[config.mk]
export PLATFORM = sky130hd
export DESIGN_NAME = prbs7_bist
export DESIGN_NICKNAME = d
export VERILOG_FILES = /design/src/rtl/prbs7_pkg.sv /design/src/rtl/prbs7_gen.sv /design/src/rtl/prbs7_chk.sv /design/src/rtl/prbs7_bist.sv
export SDC_FILE = /design/constraint.sdc
export NUM_CORES = 1
export LEC_CHECK = 0
export BUFFER_PORTS_ARGS = -buffer_cell sky130_fd_sc_hd__clkbuf_2
export CAP_MARGIN = 10
export CORE_MARGIN = 2
export CORE_UTILIZATION = 54
export DETAILED_ROUTE_END_ITERATION = 16
export GPL_ROUTABILITY_DRIVEN = 0
export GPL_TIMING_DRIVEN = 0
export PLACE_DENSITY = 0.87
export SETUP_SLACK_MARGIN = 0.02
export SKIP_CTS_REPAIR_TIMING = 1
export SYNTH_ARGS = -nofsm -noshare
export SYNTH_HDL_FRONTEND = slang
export SYNTH_SLANG_ARGS = --single-unit
[constraint.sdc]
create_clock -name clk_i -period 2.15 [get_ports clk_i]
set_input_delay 0.5375 -clock clk_i [delete_from_list [all_inputs] [get_ports clk_i]]
set_output_delay 0.5375 -clock clk_i [all_outputs]
set_load 0.05 [all_outputs]
[src/rtl/prbs7_pkg.sv]
package prbs7_pkg;
  localparam int unsigned WORD_W = 10;
  localparam int unsigned LFSR_W = 7;
  localparam logic [LFSR_W-1:0] SEED = 7'h7F;

  typedef logic [WORD_W-1:0] word_t;
  typedef logic [LFSR_W-1:0] lfsr_t;

  typedef struct packed {
    lfsr_t nxt;
    word_t bits;
  } step_t;

  // Advance the x^7+x^6+1 register one word; bit 0 is produced first.
  function automatic step_t prbs_run(input lfsr_t s);
    step_t r;
    lfsr_t t;
    t = s;
    r.bits = '0;
    for (int i = 0; i < WORD_W; i++) begin
      r.bits[i] = t[LFSR_W-1];
      t = {t[LFSR_W-2:0], t[LFSR_W-1] ^ t[LFSR_W-2]};
    end
    r.nxt = t;
    return r;
  endfunction

  // State whose next seven outputs equal word bits 0..6.
  function automatic lfsr_t seed_from(input word_t w);
    lfsr_t s;
    for (int i = 0; i < LFSR_W; i++) s[LFSR_W-1-i] = w[i];
    return s;
  endfunction
endpackage

[src/rtl/prbs7_gen.sv]
module prbs7_gen
  import prbs7_pkg::*;
(
  input  logic  clk_i,
  input  logic  rst_ni,
  input  logic  en_i,
  input  word_t tx_data_i,
  output word_t tx_word_o
);
  lfsr_t state_q;
  step_t step;

  always_comb step = prbs_run(state_q);

  always_ff @(posedge clk_i or negedge rst_ni) begin
    if (!rst_ni)    state_q <= SEED;
    else if (!en_i) state_q <= SEED;
    else            state_q <= step.nxt;
  end

  assign tx_word_o = en_i ? step.bits : tx_data_i;

  AST_GEN_NONZERO: assert property (@(posedge clk_i) disable iff (!rst_ni)
    state_q != '0);
  AST_GEN_RESTART: assert property (@(posedge clk_i) disable iff (!rst_ni)
    !en_i |=> state_q == SEED);
endmodule

[src/rtl/prbs7_chk.sv]
module prbs7_chk
  import prbs7_pkg::*;
#(
  parameter int unsigned SEED_WORDS = 2
) (
  input  logic  clk_i,
  input  logic  rst_ni,
  input  logic  en_i,
  input  logic  latch_i,
  input  word_t rx_data_i,
  output logic  pass_o
);
  localparam int unsigned PH_W = $clog2(SEED_WORDS + 1);
  localparam logic [PH_W-1:0] PH_RUN = PH_W'(SEED_WORDS);

  lfsr_t state_q;
  logic [PH_W-1:0] phase_q;
  logic err_q, sticky_q;
  step_t pred, reseed;
  logic miss;

  always_comb begin
    pred   = prbs_run(state_q);
    reseed = prbs_run(seed_from(rx_data_i));
    miss   = (rx_data_i != pred.bits);
  end

  always_ff @(posedge clk_i or negedge rst_ni) begin
    if (!rst_ni) begin
      state_q  <= '0;
      phase_q  <= '0;
      err_q    <= 1'b0;
      sticky_q <= 1'b0;
    end else if (!en_i) begin
      state_q  <= '0;
      phase_q  <= '0;
      err_q    <= 1'b0;
      sticky_q <= 1'b0;
    end else if (phase_q != PH_RUN) begin
      state_q <= reseed.nxt;
      phase_q <= phase_q + 1'b1;
      err_q   <= 1'b0;
    end else begin
      state_q <= pred.nxt;
      err_q   <= miss;
      if (latch_i && miss) sticky_q <= 1'b1;
    end
  end

  assign pass_o = !(err_q || sticky_q);

  AST_SEED_QUIET: assert property (@(posedge clk_i) disable iff (!rst_ni)
    (en_i && phase_q != PH_RUN) |=> pass_o || sticky_q);
  AST_STICKY_HOLD: assert property (@(posedge clk_i) disable iff (!rst_ni)
    (en_i && sticky_q) |=> !pass_o);
  AST_OFF_PASS: assert property (@(posedge clk_i) disable iff (!rst_ni)
    !en_i |=> pass_o);
  AST_RESET_PASS: assert property (@(posedge clk_i)
    !rst_ni |-> pass_o);
endmodule

[src/rtl/prbs7_bist.sv]
module prbs7_bist
  import prbs7_pkg::*;
#(
  parameter int unsigned SEED_WORDS = 2
) (
  input  logic              clk_i,
  input  logic              rst_ni,
  input  logic              en_i,
  input  logic              latch_i,
  input  logic [WORD_W-1:0] tx_data_i,
  input  logic [WORD_W-1:0] rx_data_i,
  output logic [WORD_W-1:0] tx_word_o,
  output logic              pass_o
);
  prbs7_gen u_gen (
    .clk_i     (clk_i),
    .rst_ni    (rst_ni),
    .en_i      (en_i),
    .tx_data_i (tx_data_i),
    .tx_word_o (tx_word_o)
  );

  prbs7_chk #(.SEED_WORDS(SEED_WORDS)) u_chk (
    .clk_i     (clk_i),
    .rst_ni    (rst_ni),
    .en_i      (en_i),
    .latch_i   (latch_i),
    .rx_data_i (rx_data_i),
    .pass_o    (pass_o)
  );
endmodule

==> results summary <==
The number of diodes added for antenna fixing is 0. The filler-free cell count of the finished design is 181. The flow ran to the end, and the final reports show no timing, DRC or antenna violations. The initial core utilization came out at 0.581. In the layout the commonest cells are clkbuf_2, xnor2_1, nand2_1, xor2_1, dfrtp_1. Across the run, the number of max-cap violations was 0.

The post-detailed-route via-to-cell ratio came out at roughly 5.1. The deepest level of the CTS H-tree came out at 1. The share of total power dissipated in the clock network is 0.100. The post-placement setup slack is -0.00417 ns.

The path class of the tightest hold or removal check is input port to async pin. The capturing point of the worst reg2reg path is u_chk.state_q[4]. The worst setup slack for register-to-register paths came out at 0.48 ns. The root buffer cell is clkbuf_4. The die covers 2540 um2. The all-layer global routing usage is 0.208.

The length in cells of the worst reg-to-reg path is 6. The half-perimeter wire length after detailed placement came out at roughly 1.8 mm. The number of global-route vias before repair came out at 942.

The sequential element share of the synthesized area is 0.395. Traced cell by cell, the critical path runs through clkbuf_2, buf_2, clkbuf_2, a21oi_1, clkbuf_2. The startpoint identified for the worst register-to-register timing path is u_chk.phase_q[0]. The required time at the worst-slack endpoint is approximately 1.6 ns. The net count reported at finish is 180.

The number of clock sinks seen by CTS is 18. In this run, placement finished with an instance count of 178. The total wire length came out at about 2.3 mm. The floorplan step set the die height to 50.4 um. The combined area of all synthesized cells is 1160 um2. The share of total power dissipated in sequential elements is 0.376. Counting flops and latches in the post-synthesis netlist gives 18. In this run the static leakage power is 0.000669 uW.

For the worst-skew pair, the clock arrives at the later sink with an insertion delay of between 0.2 and 0.3 ns. The number of cells produced by synthesis came out at ~120. Counting both buffers and inverters, the worst setup path holds a total of 4. The data arrival time of the worst path is roughly 1.5 ns. The most critical setup path has its startpoint at en_i. The total number of yosys warnings is 0. The share of layout cells above drive strength 1 is 0.351. The worst clock skew came out at 0.00483 ns. The count of vias placed by the detailed router is around 900. The pin slew with the least headroom to its limit is approximately 0.46 ns. The antenna violation net count after detailed routing is 0. Of the total power, the share spent switching nets is 0.451.

In this design, the largest share of critical-path delay is due to buffers and inverters. The portion of the clock cycle consumed by the worst path in the final layout is 0.944. IR analysis of the VDD net gives a maximum drop of 0.645 mV. The initial antenna violation count is 0. The number of buffers on the longest clock path came out at 2.

The CTS clock-pin slew for the worst setup and hold paths came out at 0.10 ns. The critical-path maximum fanout is 10. After floorplanning, the core was divided into 16 placement rows. The number of DRC markers in iteration 0 came out at 4. The core outline area came out at 2000 um2. The number of library cell types mapped by synthesis is 23. The time the final worst path needs with I/O delays and setup came out at around 2 ns. Leaving out fill and tap cells, the most frequent cell in the layout is clkbuf_2.

The count of final hold-check violations came to 0. The least setup slack across all paths after layout is 0.120 ns. The power per standard cell area came out at 1230 nW/um2.

The number of endpoints failing setup at the final stage came out at 0. The kind of end point of the critical path is an output port. The width of the chip is 50.4 um. Setup repair after global routing left no endpoint under its margin. Summed over all layers, the global routing overflow is 0. The clock tree from TritonCTS is yes. The standard cell area after detailed placement is 1370 um2.

Buffers inserted during clock tree synthesis total 3. The post-route cell area came out at between 1000 and 1500 um2. The delay of the slowest cell on the worst path is 0.29 ns. The pin count of the biggest net entering global routing is 19. Derived from the worst setup path, the maximum achievable clock frequency is approximately 490 MHz.

The worst setup path is launched from an input port. The mean instance size in the synthesized netlist is 9.93 um2. The critical path's slowest cell is clkbuf_2. The worst slew slack as a fraction of its limit came out at 0.692. The synthesis-to-finish area growth is 19.6%.

The final number of max-transition violations is 0. The share of total power dissipated in combinational logic is 0.525. The global-route wire length before repair is around 4 mm.

The first TritonRoute pass finished after 3 iterations. The count of input and output buffers came out at 34. The critical path is of the input port to output port type.

The net switching power figure came out at 768 uW. Pin placement for this block handled 35 I/O pins. The internal power component came out at 936 uW. The final design utilization is 0.694. The most frequent cell on the critical path is clkbuf_2. After detailed routing, the average wire length per cell comes to 12.9 um. When the netlist entered floorplanning its net count stood at 142. The post-detailed-route DRC marker count is 0.
-- sequential cells by signal, summed over array words and instances, names as in the netlist --
register / count
u_chk.err_q: 1
u_chk.sticky_q: 1
u_chk.phase_q: 2
u_chk.state_q: 7
u_gen.state_q: 7
-- logic make-up (layout without fill, tap and decap cells) --
family / Yosys count / in the layout / synth area share
fa+ha+maj: 1 / 1 / 0.0108
simple gates: 31 / 31 / 0.113
xor+xnor: 37 / 37 / 0.279
buf+inv: 8 / 45 / 0.0269
mux: 9 / 9 / 0.0893
flops: 18 / 18 / 0.395
compound gates: 13 / 13 / 0.0861
-- metrics by stage --
step	setup TNS, ns	power [uW]	hold slack (ns)
final	0	1700	0.167
after global routing	0	1840	0.178
after CTS	-0.0486	1730	0.171
after detailed placement	-0.00731	1540	0.493
after global placement	0	1510	0.483
after floorplan	-0.192	1350	0.242
-- per-layer routing --
metal / up-vias / track usage / share of wire
met1: 440 / 0.251 / 0.44
met2: 16 / 0.375 / 0.52
met5: - / 0 / 0
li1: 459 / - / -
met3: 2 / 0.0536 / 0.039
met4: 0 / 0.0405 / 0.0017
-- worst max path at each step --
stage,end,slack [ns],cells after the start
after global routing,tx_word_o[7],0.03,5
after global placement,tx_word_o[7],0.03,5
after CTS,tx_word_o[9],-0.03,4
after detailed placement,tx_word_o[7],-0.004,5
final,tx_word_o[7],0.12,5
after floorplan,tx_word_o[7],-0.06,3
-- area by class of cell --
class / instances / area (um2)
fill: 154 / 612
buffer: 6 / 25.0
multi-input combinational: 91 / 672
tap: 27 / 33.8
inverter: 1 / 3.75
timing repair buffer: 34 / 170
clock buffer: 4 / 26.3
sequential: 18 / 459
-- power groups by stage --
stage / sequential, uW / clock (uW) / combinational, uW
global route: 658 / 195 / 991
CTS: 624 / 179 / 923
global placement: 621 / 0 / 888
finish: 640 / 170 / 894
floorplan: 596 / 0 / 751
detailed placement: 631 / 0 / 913
-- cell usage after synthesis --
cell | instances | area (um2)
o21ai_0 | 1 | 5.00
buf_1 | 1 | 3.75
clkbuf_1 | 5 | 18.8
mux2_4 | 1 | 15.0
ha_1 | 1 | 12.5
inv_1 | 1 | 3.75
mux2i_1 | 1 | 10.0
nor2b_1 | 1 | 6.26
a21oi_1 | 4 | 20.0
nand3_1 | 2 | 10.0
o31ai_1 | 2 | 15.0
nor3_1 | 2 | 10.0
and2_1 | 2 | 12.5
o211a_1 | 6 | 60.1
nand2_1 | 18 | 67.6
dfrtp_1 | 11 | 275
dfstp_2 | 7 | 184
xor2_1 | 11 | 96.3
nor2_1 | 5 | 18.8
and3_1 | 1 | 6.26
mux2_2 | 7 | 78.8
buf_2 | 1 | 5.00
xnor2_1 | 26 | 228
Power figures use the tool's default switching activity.
